File: config.mk
export PLATFORM = sky130hd
export DESIGN_NAME = pgm_verify_ctrl
export DESIGN_NICKNAME = d
export VERILOG_FILES = /design/src/rtl/pvc_pkg.sv /design/src/rtl/pvc_cell_cmp.sv /design/src/rtl/pvc_seq.sv /design/src/rtl/pgm_verify_ctrl.sv
export SDC_FILE = /design/constraint.sdc
export NUM_CORES = 1
export LEC_CHECK = 0
export BUFFER_PORTS_ARGS = -buffer_cell sky130_fd_sc_hd__buf_2
export CAP_MARGIN = 20
export CORE_MARGIN = 2
export CORE_UTILIZATION = 50
export DETAILED_ROUTE_END_ITERATION = 10
export GPL_TIMING_DRIVEN = 0
export MAX_ROUTING_LAYER = met4
export PLACE_DENSITY = 0.78
export SLEW_MARGIN = 15
export SYNTH_ARGS = -nofsm -noshare
export SYNTH_HDL_FRONTEND = slang
export SYNTH_SLANG_ARGS = --single-unit
File: constraint.sdc
create_clock -name clk -period 1.2 [get_ports clk]
set_input_delay 0.18 -clock clk [delete_from_list [all_inputs] [get_ports clk]]
set_output_delay 0.18 -clock clk [all_outputs]
set_load 0.05 [all_outputs]
File: src/rtl/pvc_pkg.sv
package pvc_pkg;
  typedef enum logic [2:0] {
    ST_IDLE,
    ST_PROG,
    ST_SENSE,
    ST_CMP,
    ST_SERVE
  } pvc_state_e;
endpackage

File: src/rtl/pvc_cell_cmp.sv
module pvc_cell_cmp #(
  parameter int CELLS = 4,
  parameter int LVL_W = 3
) (
  input  logic [CELLS*LVL_W-1:0] tgt,
  input  logic [CELLS*LVL_W-1:0] sensed,
  output logic [CELLS-1:0]       hit
);
  for (genvar g = 0; g < CELLS; g++) begin : g_cell
    assign hit[g] = (sensed[g*LVL_W +: LVL_W] == tgt[g*LVL_W +: LVL_W]);
  end
endmodule

File: src/rtl/pvc_seq.sv
module pvc_seq
  import pvc_pkg::*;
#(
  parameter int CELLS     = 4,
  parameter int MAX_ITER  = 16,
  parameter int PULSE_CYC = 4,
  parameter int RD_CAP    = 2
) (
  input  logic             clk,
  input  logic             rst_n,
  input  logic             wr_start,
  input  logic             forced_mode,
  input  logic             cancel_en,
  input  logic             rd_req,
  input  logic [CELLS-1:0] hit,
  output logic             load,
  output logic             rd_grant,
  output logic             cell_prog,
  output logic             cell_sense,
  output logic [CELLS-1:0] cell_mask,
  output logic             paused,
  output logic             wr_done,
  output logic             wr_err
);
  localparam int IW = $clog2(MAX_ITER + 1);
  localparam int PW = (PULSE_CYC > 1) ? $clog2(PULSE_CYC) : 1;
  localparam int CW = $clog2(RD_CAP + 1);
  localparam logic [PW-1:0] PLAST = PW'(PULSE_CYC - 1);
  localparam logic [IW-1:0] ILAST = IW'(MAX_ITER - 1);
  localparam logic [CW-1:0] CLAST = CW'(RD_CAP - 1);

  pvc_state_e       st_q, st_d;
  logic [PW-1:0]    pcnt_q, pcnt_d;
  logic [IW-1:0]    iter_q, iter_d;
  logic [CW-1:0]    rdn_q, rdn_d;
  logic [CELLS-1:0] dmask_q, dmask_d;
  logic             done_q, done_d, err_q, err_d;
  logic             all_ok, may_break;

  assign all_ok    = &(dmask_q | hit);
  assign may_break = rd_req && !forced_mode;

  always_comb begin
    st_d       = st_q;
    pcnt_d     = pcnt_q;
    iter_d     = iter_q;
    rdn_d      = rdn_q;
    dmask_d    = dmask_q;
    done_d     = done_q;
    err_d      = err_q;
    load       = 1'b0;
    rd_grant   = 1'b0;
    cell_prog  = 1'b0;
    cell_sense = 1'b0;
    unique case (st_q)
      ST_IDLE: begin
        rd_grant = rd_req && !wr_start;
        if (wr_start) begin
          load    = 1'b1;
          dmask_d = '0;
          iter_d  = '0;
          pcnt_d  = '0;
          done_d  = 1'b0;
          err_d   = 1'b0;
          st_d    = ST_PROG;
        end
      end
      ST_PROG: begin
        cell_prog = 1'b1;
        if (pcnt_q != PLAST && may_break && cancel_en) begin
          pcnt_d = '0;
          rdn_d  = '0;
          st_d   = ST_SERVE;
        end else if (pcnt_q == PLAST) begin
          pcnt_d = '0;
          st_d   = ST_SENSE;
        end else begin
          pcnt_d = pcnt_q + 1'b1;
        end
      end
      ST_SENSE: begin
        cell_sense = 1'b1;
        st_d       = ST_CMP;
      end
      ST_CMP: begin
        dmask_d = dmask_q | hit;
        iter_d  = iter_q + 1'b1;
        if (all_ok) begin
          done_d = 1'b1;
          st_d   = ST_IDLE;
        end else if (iter_q == ILAST) begin
          done_d = 1'b1;
          err_d  = 1'b1;
          st_d   = ST_IDLE;
        end else if (may_break) begin
          rdn_d = '0;
          st_d  = ST_SERVE;
        end else begin
          st_d = ST_PROG;
        end
      end
      ST_SERVE: begin
        rd_grant = rd_req;
        if (rd_req) rdn_d = rdn_q + 1'b1;
        if (!rd_req || rdn_q == CLAST) st_d = ST_PROG;
      end
      default: st_d = ST_IDLE;
    endcase
  end

  always_ff @(posedge clk or negedge rst_n) begin
    if (!rst_n) begin
      st_q    <= ST_IDLE;
      pcnt_q  <= '0;
      iter_q  <= '0;
      rdn_q   <= '0;
      dmask_q <= '0;
      done_q  <= 1'b0;
      err_q   <= 1'b0;
    end else begin
      st_q    <= st_d;
      pcnt_q  <= pcnt_d;
      iter_q  <= iter_d;
      rdn_q   <= rdn_d;
      dmask_q <= dmask_d;
      done_q  <= done_d;
      err_q   <= err_d;
    end
  end

  assign cell_mask = ~dmask_q;
  assign paused    = (st_q == ST_SERVE);
  assign wr_done   = done_q;
  assign wr_err    = err_q;

  // a pulse ends either in a sense cycle or in a cancel-pause
  a_r1_pulse_then_sense: assert property (@(posedge clk) disable iff (!rst_n)
    $fell(cell_prog) |-> (cell_sense || paused));
  // pulses always address at least one unmatched cell
  a_r2_mask_live: assert property (@(posedge clk) disable iff (!rst_n)
    cell_prog |-> (cell_mask != '0));
  // match mask frozen while paused
  a_r2_mask_held: assert property (@(posedge clk) disable iff (!rst_n)
    (paused && $past(paused)) |-> $stable(dmask_q));
  // no grant during pulse or sense
  a_r3_grant_quiet: assert property (@(posedge clk) disable iff (!rst_n)
    rd_grant |-> (!cell_prog && !cell_sense));
  // per-pause grant cap
  a_r4_cap: assert property (@(posedge clk) disable iff (!rst_n)
    (paused && rd_grant) |-> (rdn_q < CW'(RD_CAP)));
  // no pause entered while forced
  a_r6_forced_no_pause: assert property (@(posedge clk) disable iff (!rst_n)
    $rose(paused) |-> !$past(forced_mode));
  // iteration count bounded
  a_r7_iter_bound: assert property (@(posedge clk) disable iff (!rst_n)
    iter_q <= IW'(MAX_ITER));
endmodule

File: src/rtl/pgm_verify_ctrl.sv
module pgm_verify_ctrl #(
  parameter int CELLS     = 4,
  parameter int LVL_W     = 3,
  parameter int MAX_ITER  = 16,
  parameter int PULSE_CYC = 4,
  parameter int RD_CAP    = 2
) (
  input  logic                   clk,
  input  logic                   rst_n,
  input  logic                   wr_start,
  input  logic [CELLS*LVL_W-1:0] wr_data,
  input  logic                   forced_mode,
  input  logic                   cancel_en,
  input  logic                   rd_req,
  output logic                   rd_grant,
  output logic                   cell_prog,
  output logic                   cell_sense,
  output logic [CELLS-1:0]       cell_mask,
  output logic [CELLS*LVL_W-1:0] cell_wdata,
  input  logic [CELLS*LVL_W-1:0] cell_rdata,
  output logic                   paused,
  output logic                   wr_done,
  output logic                   wr_err
);
  localparam int DW = CELLS * LVL_W;

  logic          rst_meta, rst_sync;
  logic          load;
  logic [DW-1:0] tgt_q;
  logic [CELLS-1:0] hit;

  always_ff @(posedge clk or negedge rst_n) begin
    if (!rst_n) begin
      rst_meta <= 1'b0;
      rst_sync <= 1'b0;
    end else begin
      rst_meta <= 1'b1;
      rst_sync <= rst_meta;
    end
  end

  always_ff @(posedge clk or negedge rst_sync) begin
    if (!rst_sync) tgt_q <= '0;
    else if (load) tgt_q <= wr_data;
  end

  assign cell_wdata = tgt_q;

  pvc_cell_cmp #(.CELLS(CELLS), .LVL_W(LVL_W)) i_cmp (
    .tgt    (tgt_q),
    .sensed (cell_rdata),
    .hit    (hit)
  );

  pvc_seq #(
    .CELLS(CELLS), .MAX_ITER(MAX_ITER), .PULSE_CYC(PULSE_CYC), .RD_CAP(RD_CAP)
  ) i_seq (
    .clk         (clk),
    .rst_n       (rst_sync),
    .wr_start    (wr_start),
    .forced_mode (forced_mode),
    .cancel_en   (cancel_en),
    .rd_req      (rd_req),
    .hit         (hit),
    .load        (load),
    .rd_grant    (rd_grant),
    .cell_prog   (cell_prog),
    .cell_sense  (cell_sense),
    .cell_mask   (cell_mask),
    .paused      (paused),
    .wr_done     (wr_done),
    .wr_err      (wr_err)
  );
endmodule

==> results.sh, run 1 <==
export IMPL_status="finished with violations"
export IMPL_violations="setup timing"
export IMPL_r2r_cells=5
export IMPL_yosysWarnings=0
export IMPL_clk_pin_slew_worst_paths_ps=120
export IMPL_cp_startpoint="cell_wdata[6]"
export IMPL_syn_area_per_cell_sq_um=9.32
export IMPL_die_h_um=61.1
export IMPL_fin_crit_ps=1760
export IMPL_min_to="cell_wdata[9]"
export IMPL_tritoncts="built"
export IMPL_fill_cells=115
export IMPL_hold_start="wr_data[9]"
export IMPL_design_die_area_sq_um=3740
export IMPL_coreArea_sq_um=3080
export IMPL_viasPerCell=6.29
export IMPL_required_ps=1430
export IMPL_grt_pass1_wl_um=8050
export IMPL_wirelength_um=8270
export IMPL_synth_area_leaders="dfrtp_1 49%, nand2_1 11%, xor2_1 7.0%"
export IMPL_synthArstFlopShare_pct=100
export IMPL_stdcell_area_sq_um=2850
export IMPL_drive_gt1_share_pct=70.0
export IMPL_gp_congestion=0.811
export IMPL_route_detailed_wl_per_inst_um=26.0
export IMPL_clockBufferDepth=2
export IMPL_grt_max_degree=31
export IMPL_fin_crit_sh_pct=147
export IMPL_cts_sinks=32
export IMPL_syn_num_nets=209
export IMPL_grt_overflow=0
export IMPL_cts_buffers=5
export IMPL_cts_root_buf="clkbuf_4"
export IMPL_placedInstanceArea_sq_um=2070
export IMPL_peakVddDrop_v=0.00178
export IMPL_clk_latency_ps=340
export IMPL_grt_pass1_vias=1811
export IMPL_critPathLaunchType="register"
export IMPL_synth_edff_count=0
export IMPL_endpoint_kind="register"
export IMPL_fp_dieW_um=61.1
export IMPL_crit_type="reg -> reg"
export IMPL_setup_viol_count_final=42
export IMPL_seq_area_frac_synth_pct=49.1
export IMPL_r2r_start="cell_wdata[6]"
export IMPL_r2r_end="i_seq.st_q[2]"
export IMPL_hold_ws_ps=34.5
export IMPL_initial_core_util_pct=53.0
export IMPL_setup_slack_ps=-563
export IMPL_grt_usage_pct=31.5
export IMPL_drt_first_iter_violations=234
export IMPL_antenna_found_initial=1
export IMPL_report_final_slew_viol_count=0
export IMPL_h_tree_depth=2
export IMPL_netlist_instances=175
export IMPL_syn_to_final_growth_pct=74.8
export IMPL_netlist_cell_type_count=37
export IMPL_ioPinCount=52
export IMPL_yosysMostFrequentCell="nand2_1"
export IMPL_synthFlopType="dfrtp_1"
export IMPL_tightestPinTransition_ps=675
export IMPL_power_w=0.00786
export IMPL_slew_headroom_pct=55.0
export IMPL_io_buffer_count=51
export IMPL_drc=0
export IMPL_drv_cap=0
export IMPL_p_leak_nw=1.37
export IMPL_netlist_area_sq_um=1630
export IMPL_ys_top_cells_by_count="48 x nand2_1, 32 x dfrtp_1, 13 x xor2_1"
export IMPL_ant_nets=0
export IMPL_grt_setup_unrepaired="yes"
export IMPL_min_delay_path_depth=3
export IMPL_placement_rows=20
export IMPL_arrival_ps=1990
export IMPL_synth_top_area_cell="dfrtp_1"
export IMPL_fmax_ghz=0.567
export IMPL_min_path_type="in -> reg"
export IMPL_p_per_area_nw_per_um2=2760
export IMPL_yosysTopAreaCellShare_pct=49.1
export IMPL_place_hpwl_um=2710
export IMPL_fin_skew_ps=17.9
export IMPL_synth_seq_cells=32
export IMPL_finalHoldViolations=0
export IMPL_critPathMaxFanout=3
export IMPL_via_count=1999
export IMPL_rrSetupSlack_ps=-560
export IMPL_drtPass1Iterations=5
export IMPL_finalNetCount=306
-- worst max-delay path, cell delays in order, from the launching register on --
cell and delay [ps]:
dfrtp_2 460, xor2_1 190, o31ai_1 350, o2111a_2 320, nor3_4 60, a221o_1 280
-- through the flow --
stage / utilization [%] / instances / setup WS (ps) / TNS (ps)
2_1_floorplan: - / 175 / -440 / -6210
3_5_place_dp: 67.1 / 270 / -508 / -9550
4_1_cts: 84.4 / 309 / -447 / -8810
6_report: 92.6 / 318 / -563 / -12990
5_1_grt: 92.6 / 318 / -700 / -15530
3_3_place_gp: 67.1 / 270 / -499 / -13380
-- worst max-delay path by stage --
stage / endpoint / depth (start not counted)
detailed placement: i_seq.rdn_q[0] / 8
CTS: i_seq.rdn_q[0] / 8
global placement: i_seq.rdn_q[1] / 8
global route: i_seq.st_q[2] / 5
finish: i_seq.st_q[2] / 5
floorplan: i_seq.st_q[2] / 5
-- sequential cells by signal, indices dropped and copies added, names as in the netlist --
name / count
cell_wdata: 12
i_seq.dmask_q: 4
i_seq.iter_q: 5
i_seq.pcnt_q: 2
i_seq.rdn_q: 2
i_seq.st_q: 3
i_seq.wr_done: 1
i_seq.wr_err: 1
rst_meta: 1
rst_sync: 1
-- routing by layer --
metal / track usage (%) / wire length, um / vias up
met4: 20.2 / 772 / 0
met1: 30.8 / 2820 / 963
met5: - / 0 / -
met3: 6.93 / 659 / 74
li1: - / - / 781
met2: 55.5 / 4020 / 181
-- cell usage in the layout, fill, tap and decap left out, drive strengths merged, types with 2 or more instances in the layout --
| cell type | n |
|---|---|
| or4 | 3 |
| inv | 7 |
| nor2b | 2 |
| nor2 | 8 |
| a21oi | 8 |
| buf | 91 |
| xor2 | 13 |
| and3 | 2 |
| nand2 | 48 |
| nand2b | 5 |
| o21ai | 9 |
| nor3 | 4 |
| ha | 4 |
| clkbuf | 11 |
| dfrtp | 32 |
| o31ai | 4 |
| o22ai | 2 |
| nand3 | 2 |
-- cell families (layout without fill, tap and decap cells) --
| logic type | after synthesis | in the layout | share of synthesized area, % |
|---|---|---|---|
| buffers and inverters | 14 | 112 | 4.37 |
| XOR/XNOR | 13 | 13 | 6.98 |
| AO/OA/AOI/OAI | 31 | 31 | 12.7 |
| AND/OR/NAND/NOR | 80 | 80 | 23.5 |
| adder cells (fa/ha/maj) | 4 | 4 | 3.07 |
| other | 1 | 2 | 0.230 |
| flip-flops | 32 | 32 | 49.1 |
-- what timing repair did --
item / in CTS / in global routing
endpoints found under the hold margin: 2 / 0
hold buffers: 1 / 0
cloned: 2 / 0
setup endpoints to repair: 37 / 48
pin swaps: 22 / 31
resized for setup: 64 / 69
buffers inserted: 29 / 14
-- area by class of cell --
class	count	area (sq um)	area share, %
Timing Repair Buffer	93	766	26.9
Clock inverter	2	35.0	1.23
Multi-Input combinational cell	129	1050	36.9
Sequential cell	32	820	28.7
Buffer	4	52.6	1.84
Tap cell	44	55.1	1.93
Clock buffer	6	41.3	1.45
Antenna cell	1	2.50	0.0878
Inverter	7	26.3	0.921
-- where the power goes --
| part | total, W | switching [W] | internal (W) |
|---|---|---|---|
| Sequential | 0.00196 | 0.000487 | 0.00147 |
| Clock | 0.000824 | 0.000388 | 0.000437 |
| Combinational | 0.00508 | 0.00296 | 0.00212 |
| Total | 0.00786 | 0.00383 | 0.00403 |
Note: power is estimated with default switching activity, not from simulation.
==> run 2, diff against run 1 <==
--- a/config.mk
+++ b/config.mk
@@ -13,6 +13,7 @@
 export GPL_TIMING_DRIVEN = 0
 export MAX_ROUTING_LAYER = met4
 export PLACE_DENSITY = 0.78
+export REMOVE_ABC_BUFFERS = 1
 export SLEW_MARGIN = 15
 export SYNTH_ARGS = -nofsm -noshare
 export SYNTH_HDL_FRONTEND = slang
==> run 2 against run 1 <==
The run ends with hold timing, setup timing left. Global-route usage is 1.4 points lower. Via count fell by 5.1%. Clock skew down 0.61 ps. Routed wire length fell by 10%. Cell area rose by 0.97%. Critical path depth is 3 higher. Worst setup slack got worse by 4.1 ps. Flip-flop and latch count is the same. Combinational power is essentially flat. Cell count up 0.63%. Power is 2.8% lower. Critical endpoint is now i_seq.rdn_q[1]. Largest cell class unchanged.
==> results.sh, run 2 (synthesis results as in run 1) <==
export IMPL_endpoint_kind="register"
export IMPL_fin_skew_ps=17.3
export IMPL_switching_share_pct=48.6
export IMPL_cpMaxStageDelayCell="dfrtp_1"
export IMPL_finalHoldViolations=1
export IMPL_fin_crit_ps=1770
export IMPL_gp_congestion=0.837
export IMPL_fp_dieW_um=61.1
export IMPL_grt_max_degree=20
export IMPL_instances_no_fill=320
export IMPL_p_per_area_nw_per_um2=2650
export IMPL_seqPwrFrac_pct=24.6
export IMPL_route_detailed_wl_per_inst_um=23.1
export IMPL_peakVddDrop_v=0.00200
export IMPL_tritoncts="built"
export IMPL_drv_cap=0
export IMPL_crit_chain="ha_2 -> and3_4 -> ha_4 -> nand2b_4 -> a211oi_2 -> o21ai_1 -> a21oi_2 -> o22ai_1"
export IMPL_die_h_um=61.1
export IMPL_num_antenna_cells=0
export IMPL_critPathLaunchType="register"
export IMPL_power_share_clock_pct=9.3
export IMPL_placement_rows=20
export IMPL_coreArea_sq_um=3080
export IMPL_ant_nets=0
export IMPL_multi_input_area_sq_um=1060
export IMPL_place_hpwl_um=2400
export IMPL_crit_type="reg -> reg"
export IMPL_tightestPinTransition_ps=588
export IMPL_seq_area_sq_um=805
export IMPL_slew_headroom_pct=60.8
export IMPL_combPwrFrac_pct=66.1
export IMPL_via_count=1898
export IMPL_viasPerCell=5.93
export IMPL_report_final_slew_viol_count=0
export IMPL_critPathMaxStageDelay_ps=420
export IMPL_grt_pass1_vias=1651
export IMPL_arrival_ps=2010
export IMPL_drc=0
export IMPL_fin_crit_sh_pct=147
export IMPL_ioPinCount=52
export IMPL_switching_power_w=0.00371
export IMPL_grt_usage_pct=30.1
export IMPL_grt_pass1_wl_um=7570
export IMPL_final_common_cell="buf_4"
export IMPL_cp_top_family="compound AO/OA/AOI/OAI gates"
export IMPL_syn_to_final_growth_pct=76.5
export IMPL_critPathMaxFanout=2
export IMPL_drive_gt1_share_pct=63.8
export IMPL_grt_overflow=0
export IMPL_status="finished with violations"
export IMPL_wirelength_um=7410
export IMPL_setup_viol_count_final=43
export IMPL_cts_buffers=5
export IMPL_grt_setup_unrepaired="yes"
export IMPL_largest_register_ffs=12
export IMPL_clk_latency_ps=370
export IMPL_design_die_area_sq_um=3740
export IMPL_h_tree_depth=2
export IMPL_tns_ps=-11400
export IMPL_finalNetCount=309
export IMPL_final_cell_mix="32 x buf_4, 31 x buf_2, 29 x dfrtp_1, 27 x nand2_1, 22 x buf_6"
export IMPL_cts_root_buf="clkbuf_4"
export IMPL_clockBufferDepth=2
export IMPL_drt_first_iter_violations=156
export IMPL_critPathBufInv=0
export IMPL_antenna_found_initial=0
export IMPL_violations="hold timing, setup timing"
export IMPL_cts_sinks=32
export IMPL_min_path_type="in -> reg"
export IMPL_hold_ws_ps=-2.01
export IMPL_setup_slack_ps=-567
export IMPL_p_int_w=0.00393
export IMPL_fmax_ghz=0.566
export IMPL_clk_pin_slew_worst_paths_ps=120
export IMPL_initial_core_util_pct=53.0
export IMPL_p_leak_nw=1.42
export IMPL_dp_cells=264
export IMPL_required_ps=1440
export IMPL_fill_cells=88
export IMPL_drtPass1Iterations=5
export IMPL_io_buffer_count=51
run 2: cell count changes in the layout (fill, tap and decap cells not counted), sizes merged:
| cell | change |
|---|---|
| buf | +7 |
| clkbuf | -3 |
| bufinv | -1 |
| clkinv | -1 |
| diode | -1 |
| or3 | +1 |
run 2: through the flow:
stage                     worst slack, ps  hold WS, ps  utilization [%]  cell area (sq um)  total power [W]
after global routing                 -569        -3.27             93.5               2880          0.00787
final                                -567        -2.01             93.5               2880          0.00764
after global placement              -1050        -32.8             61.6               1900          0.00428
after CTS                            -473         24.5             79.6               2450          0.00608
after detailed placement            -1030        -33.1             62.5               1920          0.00435
after floorplan                      -606         -116                -               1590          0.00371
run 2: path summary, 6_finish.rpt:
| check | startpoint | end | slack (ps) | depth (start not counted) |
|---|---|---|---|---|
| setup / recovery | i_seq.iter_q[0] | i_seq.rdn_q[1] | -570 | 8 |
| hold / removal | wr_data[6] | cell_wdata[6] | -2 | 3 |
| setup reg to reg | i_seq.iter_q[0] | i_seq.rdn_q[1] | -570 | 8 |
| hold reg to reg | rst_sync | cell_wdata[1] | 230 | 0 |
| max in group asynchronous | rst_sync | i_seq.st_q[2] | 430 | 1 |
| min in group asynchronous | rst_n | rst_meta | 150 | 2 |
run 2: power groups by stage:
stage / registers, W / clock network, W / logic [W]
after floorplan: 0.00241 / 0 / 0.00130
after global placement: 0.00179 / 0 / 0.00249
after detailed placement: 0.00179 / 0 / 0.00256
after CTS: 0.00177 / 0.000656 / 0.00365
after global routing: 0.00190 / 0.000744 / 0.00523
final: 0.00188 / 0.000709 / 0.00505
run 2: per-layer routing:
layer  GRT usage (%)  up-vias  part of all wire, %
li1                -      784                    -
met1            35.0      913                   36
met2            49.5      151                   48
met3            9.03       50                  9.7
met4            9.94        0                  6.1
met5               -        -                    0
run 2: layout make-up:
cell class                      instances  share of cell area [%]
Sequential cell                        32                    27.9
Timing Repair Buffer                   99                    30.2
Tap cell                               44                    1.91
Multi-Input combinational cell        130                    36.9
Clock buffer                            8                    2.04
Inverter                                7                   0.913
run 2: timing repair:
| action | CTS | global route |
|---|---|---|
| endpoints found under the hold margin | 2 | 0 |
| pin swaps | 50 | 41 |
| setup buffers | 24 | 24 |
| hold buffers | 1 | 0 |
| gates cloned | 2 | 0 |
| resized for setup | 80 | 89 |
| endpoints found under the setup margin | 41 | 46 |
run 2: worst reg2reg max path, cell delays in order (launching register included):
cell,delay (ps)
dfrtp_1,420
ha_2,190
and3_4,160
ha_4,160
nand2b_4,140
a211oi_2,200
o21ai_1,120
a21oi_2,150
o22ai_1,100
